### src/rtl/rdc_pkg.sv
`timescale 1ns/1ps
package rdc_pkg;
  localparam int FRAME_W = 16;
  localparam int ANGLE_W = 12;
  localparam int SEL_BIT = 3;
  localparam int DOS_BIT = 2;
  localparam int LOT_BIT = 1;

  typedef struct packed {
    logic [ANGLE_W-1:0] angle;
    logic               is_pos;
    logic               dos;
    logic               lot;
  } rdc_fields_t;

  function automatic int max2(input int a, input int b);
    return (a > b) ? a : b;
  endfunction
endpackage

### src/rtl/rdc_seq.sv
`timescale 1ns/1ps
module rdc_seq #(
  parameter int SAMPLE_LOW_CYC = 4,
  parameter int SEL_SETUP_CYC  = 2,
  parameter int DATA_VALID_CYC = 3,
  parameter int RECOVERY_CYC   = 6,
  parameter int HALF_CYC       = 2,
  parameter int FRAME_W        = 16
) (
  input  logic clk_i,
  input  logic rst_ni,
  input  logic start_i,
  input  logic sel_i,
  output logic busy_o,
  output logic sample_no,
  output logic rdsel_o,
  output logic cs_no,
  output logic rd_no,
  output logic sclk_o,
  output logic cap_o,
  output logic done_o
);
  localparam int MAXC = rdc_pkg::max2(rdc_pkg::max2(SAMPLE_LOW_CYC, SEL_SETUP_CYC),
                        rdc_pkg::max2(rdc_pkg::max2(DATA_VALID_CYC, RECOVERY_CYC), HALF_CYC));
  localparam int CNT_W = $clog2(MAXC) + 1;
  localparam int BIT_W = $clog2(FRAME_W + 1);

  typedef enum logic [2:0] {
    ST_IDLE, ST_SAMPLE, ST_SETUP, ST_DVALID, ST_LO, ST_HI, ST_RECOV
  } st_e;

  st_e              st_q;
  logic [CNT_W-1:0] cnt_q;
  logic [BIT_W-1:0] bits_q;
  logic             tick;
  logic             last_bit;

  assign tick     = (cnt_q == '0);
  assign last_bit = (bits_q == BIT_W'(FRAME_W));
  assign busy_o   = (st_q != ST_IDLE);
  // capture coincides with each falling sclk edge
  assign cap_o    = tick && ((st_q == ST_DVALID) || (st_q == ST_HI));
  assign done_o   = tick && (st_q == ST_LO) && last_bit;

  always_ff @(posedge clk_i or negedge rst_ni) begin
    if (!rst_ni) begin
      st_q      <= ST_IDLE;
      cnt_q     <= '0;
      bits_q    <= '0;
      sample_no <= 1'b1;
      rdsel_o   <= 1'b1;
      cs_no     <= 1'b1;
      rd_no     <= 1'b1;
      sclk_o    <= 1'b1;
    end else begin
      case (st_q)
        ST_IDLE: if (start_i) begin
          rdsel_o   <= sel_i;
          sample_no <= 1'b0;
          cnt_q     <= CNT_W'(SAMPLE_LOW_CYC - 1);
          st_q      <= ST_SAMPLE;
        end
        ST_SAMPLE: if (tick) begin
          sample_no <= 1'b1;
          cs_no     <= 1'b0;
          cnt_q     <= CNT_W'(SEL_SETUP_CYC - 1);
          st_q      <= ST_SETUP;
        end else cnt_q <= cnt_q - 1'b1;
        ST_SETUP: if (tick) begin
          rd_no <= 1'b0;
          cnt_q <= CNT_W'(DATA_VALID_CYC - 1);
          st_q  <= ST_DVALID;
        end else cnt_q <= cnt_q - 1'b1;
        ST_DVALID: if (tick) begin
          sclk_o <= 1'b0;
          bits_q <= BIT_W'(1);
          cnt_q  <= CNT_W'(HALF_CYC - 1);
          st_q   <= ST_LO;
        end else cnt_q <= cnt_q - 1'b1;
        ST_LO: if (tick) begin
          sclk_o <= 1'b1;
          if (last_bit) begin
            rd_no <= 1'b1;
            cs_no <= 1'b1;
            cnt_q <= CNT_W'(RECOVERY_CYC - 1);
            st_q  <= ST_RECOV;
          end else begin
            cnt_q <= CNT_W'(HALF_CYC - 1);
            st_q  <= ST_HI;
          end
        end else cnt_q <= cnt_q - 1'b1;
        ST_HI: if (tick) begin
          sclk_o <= 1'b0;
          bits_q <= bits_q + 1'b1;
          cnt_q  <= CNT_W'(HALF_CYC - 1);
          st_q   <= ST_LO;
        end else cnt_q <= cnt_q - 1'b1;
        ST_RECOV: if (tick) st_q <= ST_IDLE;
                  else      cnt_q <= cnt_q - 1'b1;
        default: st_q <= ST_IDLE;
      endcase
    end
  end
endmodule

### src/rtl/rdc_shift_in.sv
`timescale 1ns/1ps
module rdc_shift_in #(
  parameter int W = 16
) (
  input  logic         clk_i,
  input  logic         rst_ni,
  input  logic         cap_i,
  input  logic         bit_i,
  output logic [W-1:0] word_o
);
  always_ff @(posedge clk_i or negedge rst_ni) begin
    if (!rst_ni)    word_o <= '0;
    else if (cap_i) word_o <= {word_o[W-2:0], bit_i};
  end
endmodule

### src/rtl/rdc_word_check.sv
`timescale 1ns/1ps
module rdc_word_check
  import rdc_pkg::*;
(
  input  logic [FRAME_W-1:0] word_i,
  input  logic               req_pos_i,
  output rdc_fields_t        fields_o,
  output logic               par_err_o,
  output logic               sel_err_o
);
  assign fields_o.angle  = word_i[FRAME_W-1 -: ANGLE_W];
  assign fields_o.is_pos = word_i[SEL_BIT];
  assign fields_o.dos    = word_i[DOS_BIT];
  assign fields_o.lot    = word_i[LOT_BIT];
  assign par_err_o       = ~^word_i;
  assign sel_err_o       = word_i[SEL_BIT] ^ req_pos_i;
endmodule

### src/rtl/rdc_serial_reader.sv
`timescale 1ns/1ps
module rdc_serial_reader
  import rdc_pkg::*;
#(
  parameter int CLK_HZ         = 100_000_000,
  parameter int SCLK_MAX_HZ    = 25_000_000,
  parameter int SAMPLE_LOW_CYC = 4,
  parameter int SEL_SETUP_CYC  = 2,
  parameter int DATA_VALID_CYC = 3,
  parameter int RECOVERY_CYC   = 6
) (
  input  logic               clk_i,
  input  logic               rst_ni,
  input  logic               start_i,
  input  logic               sel_pos_i,
  output logic               busy_o,
  output logic               sample_no,
  output logic               rdsel_o,
  output logic               cs_no,
  output logic               rd_no,
  output logic               sclk_o,
  input  logic               so_i,
  output logic [ANGLE_W-1:0] data_o,
  output logic               is_pos_o,
  output logic               dos_o,
  output logic               lot_o,
  output logic               valid_o,
  output logic               err_o
);
  localparam int HALF_RAW = (CLK_HZ + 2 * SCLK_MAX_HZ - 1) / (2 * SCLK_MAX_HZ);
  localparam int HALF_CYC = (HALF_RAW < 1) ? 1 : HALF_RAW;

  logic               cap, done;
  logic [FRAME_W-1:0] word;
  rdc_fields_t        fields;
  logic               par_err, sel_err;

  rdc_seq #(
    .SAMPLE_LOW_CYC (SAMPLE_LOW_CYC),
    .SEL_SETUP_CYC  (SEL_SETUP_CYC),
    .DATA_VALID_CYC (DATA_VALID_CYC),
    .RECOVERY_CYC   (RECOVERY_CYC),
    .HALF_CYC       (HALF_CYC),
    .FRAME_W        (FRAME_W)
  ) u_seq (
    .clk_i, .rst_ni, .start_i,
    .sel_i     (sel_pos_i),
    .busy_o, .sample_no, .rdsel_o, .cs_no, .rd_no, .sclk_o,
    .cap_o     (cap),
    .done_o    (done)
  );

  rdc_shift_in #(.W(FRAME_W)) u_shift (
    .clk_i, .rst_ni,
    .cap_i  (cap),
    .bit_i  (so_i),
    .word_o (word)
  );

  rdc_word_check u_check (
    .word_i    (word),
    .req_pos_i (rdsel_o),
    .fields_o  (fields),
    .par_err_o (par_err),
    .sel_err_o (sel_err)
  );

  always_ff @(posedge clk_i or negedge rst_ni) begin
    if (!rst_ni) begin
      data_o   <= '0;
      is_pos_o <= 1'b0;
      dos_o    <= 1'b0;
      lot_o    <= 1'b0;
      err_o    <= 1'b0;
      valid_o  <= 1'b0;
    end else begin
      valid_o <= done;
      if (done) begin
        data_o   <= fields.angle;
        is_pos_o <= fields.is_pos;
        dos_o    <= fields.dos;
        lot_o    <= fields.lot;
        err_o    <= par_err | sel_err;
      end
    end
  end
endmodule

### config.mk
export PLATFORM = sky130hd
export DESIGN_NAME = rdc_serial_reader
export DESIGN_NICKNAME = d
export VERILOG_FILES = /design/src/rtl/rdc_pkg.sv /design/src/rtl/rdc_seq.sv /design/src/rtl/rdc_shift_in.sv /design/src/rtl/rdc_word_check.sv /design/src/rtl/rdc_serial_reader.sv
export SDC_FILE = /design/constraint.sdc
export NUM_CORES = 1
export LEC_CHECK = 0
export ABC_CLOCK_PERIOD_IN_PS = 4500
export BUFFER_PORTS_ARGS = -buffer_cell sky130_fd_sc_hd__buf_2
export CORE_MARGIN = 8
export CORE_UTILIZATION = 60
export CTS_CLUSTER_DIAMETER = 60
export CTS_CLUSTER_SIZE = 30
export DETAILED_ROUTE_END_ITERATION = 10
export PLACE_DENSITY = 0.81
export REMOVE_ABC_BUFFERS = 1
export SYNTH_ARGS = -nofsm -noshare
export SYNTH_HDL_FRONTEND = slang
export SYNTH_SLANG_ARGS = --single-unit
### constraint.sdc
create_clock -name clk_i -period 4.5 [get_ports clk_i]
set_clock_uncertainty 0.05 [all_clocks]
set_input_delay 0.225 -clock clk_i [delete_from_list [all_inputs] [get_ports clk_i]]
set_output_delay 0.225 -clock clk_i [all_outputs]
set_load 0.02 [all_outputs]
# ---- Yosys cells after proc, flatten, opt, wreduce, memory -nomap -nowiden
# Index checks and enable logic that the tools add are counted.
dict set report totals {
  regBits 50
  in_bits 5
  out_inout_bits 23
  word_cells 87
}
dict set report op_classes {
  n_addsub 2
  eq_ne 17
  n_mux 27
  bitwise 2
  reduce_logical 24
}
# operator n
set op_table {}
lappend op_table {{$mux W3} 7}
lappend op_table {{$mux W4} 5}
lappend op_table {{$pmux W4 S5} 1}
lappend op_table {{$pmux W3 S6} 1}
lappend op_table {{$ne A2 B1 Y1 const B} 8}
lappend op_table {{$reduce_xnor A16 Y1} 1}
lappend op_table {{$reduce_and A3 Y1} 4}
lappend op_table {{$mux W5} 2}
lappend op_table {{$pmux W5 S2} 1}
lappend op_table {{$reduce_bool A2 Y1} 5}
lappend op_table {{$eq A3 B3 Y1 const B} 3}
lappend op_table {{$pmux W1 S2} 4}
lappend op_table {{$reduce_and A4 Y1} 2}
lappend op_table {{$eq A3 B2 Y1 const B} 2}
lappend op_table {{$reduce_and A6 Y1} 1}
lappend op_table {{$add A5 B1 Y5 const B} 1}
lappend op_table {{$eq A5 B5 Y1 const B} 1}
lappend op_table {{$mux W1} 5}
lappend op_table {{$reduce_bool A5 Y1} 1}
lappend op_table {{$logic_not A4 Y1} 1}
lappend op_table {{$ne A2 B2 Y1 const B} 2}
lappend op_table {{$sub A4 B1 Y4 const B} 1}
lappend op_table {{$eq A3 B1 Y1 const B} 1}
lappend op_table {{$logic_and A1 B1 Y1} 3}
lappend op_table {{other kinds (9)} 9}

# ---- Longest topological paths before layout
dict set report logic_depth {
  ltp_word 4
  depth_mapped 8
}

# ---- Hierarchy
# Synthesis repeated with hierarchy kept, for this count alone.
dict set report hier_totals {
  cells_unflattened 236
  hier_area_um2 2680.1
}
# mod instances cells_each area_each_um2 seq_area_each_um2
set by_module_without_submodules {}
lappend by_module_without_submodules {rdc_seq 1 134 1109.8 431.7}
lappend by_module_without_submodules {rdc_serial_reader 1 37 668.1 425.4}
lappend by_module_without_submodules {rdc_shift_in 1 34 649.4 400.4}
lappend by_module_without_submodules {rdc_word_check 1 31 252.7 0.0}

# ---- Least setup slack after synthesis
# OpenSTA, ideal clock, no wires.
dict set report synth_path {
  path_kind {register -> register}
  from {reg u_seq.cnt_q[0]}
  to {reg u_shift.word_o[10]}
  setup_time_ns 0.125
  t_arrival_ns 1.659
  path_slack_ns 2.666
  stages_incl_launch_ff 8
  n_path_buf 1
  period_less_slack_ns 1.834
  path_cell_list {dfrtp_1 inv_1 ha_1 nor3b_2 and2_4 nand2_4 buf_6 mux2_4}
}
dict set report synth_via {
  elab_chain_cells 2
}
# item line_no
set synth_rtl {}
lappend synth_rtl {{start: declaration} rdc_seq.sv:33} ;# logic [CNT_W-1:0] cnt_q;
lappend synth_rtl {{start signal: assignment} rdc_seq.sv:60} ;# cnt_q <= CNT_W'(SAMPLE_LOW_CYC - 1);
lappend synth_rtl {{start signal: assignment} rdc_seq.sv:66} ;# cnt_q <= CNT_W'(SEL_SETUP_CYC - 1);
lappend synth_rtl {{start signal: assignment} rdc_seq.sv:68} ;# end else cnt_q <= cnt_q - 1'b1;
lappend synth_rtl {{$logic_not A4 Y1} rdc_seq.sv:38} ;# assign tick = (cnt_q == '0);
lappend synth_rtl {{$logic_and A1 B1 Y1} rdc_seq.sv:42} ;# assign cap_o = tick && ((st_q == ST_DVALID) || (st_q == ST_HI));
lappend synth_rtl {{end signal: assignment} rdc_shift_in.sv:13} ;# else if (cap_i) word_o <= {word_o[W-2:0], bit_i};
lappend synth_rtl {{end: declaration} rdc_shift_in.sv:9} ;# output logic [W-1:0] word_o
# Every way passes these cells.
# A chain may end at the register's enable or synchronous reset.

# ---- Final worst setup path
dict set report layout_path {
  from {reg u_seq.cnt_q[0]}
  to {reg err_o}
}
dict set report layout_via {
  elab_chain_cells 3
}
# item line_no
set layout_rtl {}
lappend layout_rtl {{$logic_not A4 Y1} rdc_seq.sv:38}
lappend layout_rtl {{$logic_and A1 B1 Y1 (2 in a row)} rdc_seq.sv:43} ;# assign done_o = tick && (st_q == ST_LO) && last_bit;
lappend layout_rtl {{end signal: assignment} rdc_serial_reader.sv:83} ;# err_o <= par_err | sel_err;
lappend layout_rtl {{end: declaration} rdc_serial_reader.sv:28} ;# output logic err_o
# Every way passes these cells.

==> flow_metrics.tcl <==
set metrics [dict create \
    synth-seq-cells 50 \
    path_delay_family "simple AND/OR/NAND/NOR gates" \
    grt-ovfl-total 0 \
    setup_viol_count_final 0 \
    fp-row-count 23 \
    syn_to_final_growth_pct 10.0 \
    vias 1887 \
    netlist_instances 252 \
    power.density_mw_per_mm2 282 \
    gp_congestion 0.844 \
    start_util_pct 62.5 \
    gr-usage-all-layers_pct 15.4 \
    hold_viol 0 \
    clock-sinks 50 \
    max_stage_delay_ns 0.74 \
    grt_setup_unrepaired "no" \
    hp-class "in2reg" \
    ys_seq_area_share_pct 50.3 \
    drv_cap 0 \
    drtPass1Iterations 4 \
    cts_resized 0 \
    syn-cell-area_sq_mm 0.00250 \
    fin_crit_ns 2.76 \
    dp_cells 318 \
    coreArea_sq_mm 0.00400 \
    timing.critical_path.buf_inv 1 \
    h-tree-depth 2 \
    synth_top_area_share_pct 45.0 \
    slew_headroom_pct 48.4 \
    io_pins 28 \
    stdcell_count 327 \
    grt_start_max_net_pins 51 \
    cp_slowest_cell "nand4_1" \
    wl_per_cell_microns 14.6 \
    synth_cell_types 40 \
    path_max_fanout 18 \
    worst_pin_slew_ns 0.772 \
    crit_type "reg2reg" \
    yosysWarnings 0 \
    grt_pass1_wl_mm 8.01 \
    antennaDiodeCount 0 \
    cts_root_buf "clkbuf_8" \
    total_power_mw 0.775 \
    port_buffers 27 \
    avgSynthCellArea_sq_um 9.93 \
    worstPathArrival_ns 2.94 \
    path_clk_slew_ns 0.09 \
    critPathRequiredTime_ns 4.68 \
    clockBufferDepth 2 \
    leakagePower_nw 1.36 \
    drt-total-wl_mm 4.78 \
    slew_violations 0 \
    fin_tns_setup_ns 0 \
    status "finished, final reports clean" \
    drc 0 \
    ys.flop_type "dfrtp_1" \
    viasPerCell 5.77 \
    dieArea_sq_mm 0.00649 \
    fmax_mhz 362 \
    grt_pass1_vias 1746 \
    vdd_drop_max_uv 219 \
    async_flop_share_pct 100 \
    cts-hold-fix-buffers 1 \
    die_h_microns 80.6 \
    critPathCaptureType "flip-flop" \
    cts_setup_buffers 0 \
    synth-edff-count 0 \
    post-route-period-util_pct 61.3 \
    grt_antenna_before_repair 0 \
    fin_util_pct 68.8 \
    final_layout_size_suffix_gt1_share_pct 22.4 \
    nNetsFinal 285 \
    antenna_left 0 \
    hpwl_mm 3.26 \
    crit_path_cell_trace "inv_1 -> ha_1 -> nor3b_2 -> nand4_1 -> nor2b_1 -> a21oi_1" \
    cp-start-kind "flip-flop" \
    dieWidth_microns 80.6 \
    cts_buffers 5 \
    first_iter_violations 178 \
    cts_tree "built" \
    clk_latency_ns 0.30 \
    synth_top_area_cell "dfrtp_1" \
    yosys-top-cells-area "dfrtp_1 (45%), nand2_1 (8.6%), mux2_4 (6.0%)" \
]
[cell usage in the layout, fill, tap and decap left out, drive strengths merged, types with 2 or more instances in the layout]
| master | n |
|---|---|
| mux2 | 17 |
| dfrtp | 45 |
| nand4 | 2 |
| a31oi | 3 |
| nand2 | 58 |
| dfstp | 5 |
| o21ai | 21 |
| clkbuf | 6 |
| nor3b | 2 |
| nor2 | 11 |
| o31ai | 2 |
| buf | 28 |
| a21oi | 15 |
| xnor2 | 15 |
| inv | 8 |
| xor2 | 3 |
| o21a | 2 |
| ha | 4 |
| nand3 | 7 |
| nor4 | 2 |
| nor3 | 6 |
[worst reg2reg max path: stages (launching register included)]
cell and delay (ns):
dfrtp_1 0.45, inv_1 0.12, ha_1 0.20, nor3b_2 0.63
nand4_1 0.74, nor2b_1 0.37, a21oi_1 0.13
[metal layers]
layer,track usage (%),part of all wire (%),vias to the layer above
met1,19.6,46,937
met2,24.3,47,39
met3,4.13,5.2,8
li1,-,-,903
met4,6.00,1.8,0
met5,0,0,-
[cell usage after synthesis, drive strengths merged, types with 2 or more instances]
cell	count
nand2	58
dfrtp	45
o21ai	21
mux2	17
a21oi	15
xnor2	15
nor2	11
buf	8
inv	7
nand3	7
nor3	6
dfstp	5
clkbuf	4
ha	4
a31oi	3
xor2	3
nand4	2
nor3b	2
nor4	2
o21a	2
o31ai	2
[kinds of logic after synthesis]
kind of cell	count (synthesis)	synth area share [%]
compound gates	48	10.9
xor+xnor	18	6.30
fa+ha+maj	4	2.00
buf+inv	19	3.60
flops	50	50.3
mux	18	9.55
simple gates	95	17.4
[power breakdown]
part	switching, mW	internal [mW]
combinational	0.0185	0.0186
sequential	0.00566	0.454
clock	0.152	0.127
[flip-flops by register name (all words and copies together), names as in the netlist, 3 cells and up]
signal,count
u_shift.word_o,16
u_seq.st_q,3
data_o,12
u_seq.bits_q,5
u_seq.cnt_q,4
[cell type report]
| type | instances | area [sq um] |
|---|---|---|
| sequential | 50 | 1260 |
| clock buffer | 6 | 82.6 |
| clock inverter | 2 | 16.3 |
| tap | 50 | 62.6 |
| timing repair buffer | 29 | 153 |
| fill | 309 | 1250 |
| multi-input combinational | 183 | 1150 |
| inverter | 7 | 26.3 |
[stage by stage]
| step | hold WS, ns | area [sq um] | setup WS (ns) |
|---|---|---|---|
| CTS | 0.0847 | 2750 | 1.75 |
| floorplan | -0.121 | 2440 | 2.33 |
| finish | 0.0931 | 2750 | 1.74 |
| detailed placement | 0.320 | 2640 | 1.77 |
| global route | 0.0854 | 2750 | 1.55 |
| global placement | 0.311 | 2640 | 1.90 |
[final timing paths]
path                       slack [ns]  depth (start not counted)           start                end
min                              0.09                          2            so_i  u_shift.word_o[0]
max in group asynchronous        3.48                          3          rst_ni      u_seq.st_q[2]
min in group asynchronous        0.50                          3          rst_ni  u_shift.word_o[0]
max                              1.74                          6  u_seq.cnt_q[0]              err_o
max reg2reg                      1.74                          6  u_seq.cnt_q[0]              err_o
min reg2reg                      0.42                          2       data_o[5]          data_o[5]
Note: power is estimated with default switching activity, not from simulation.
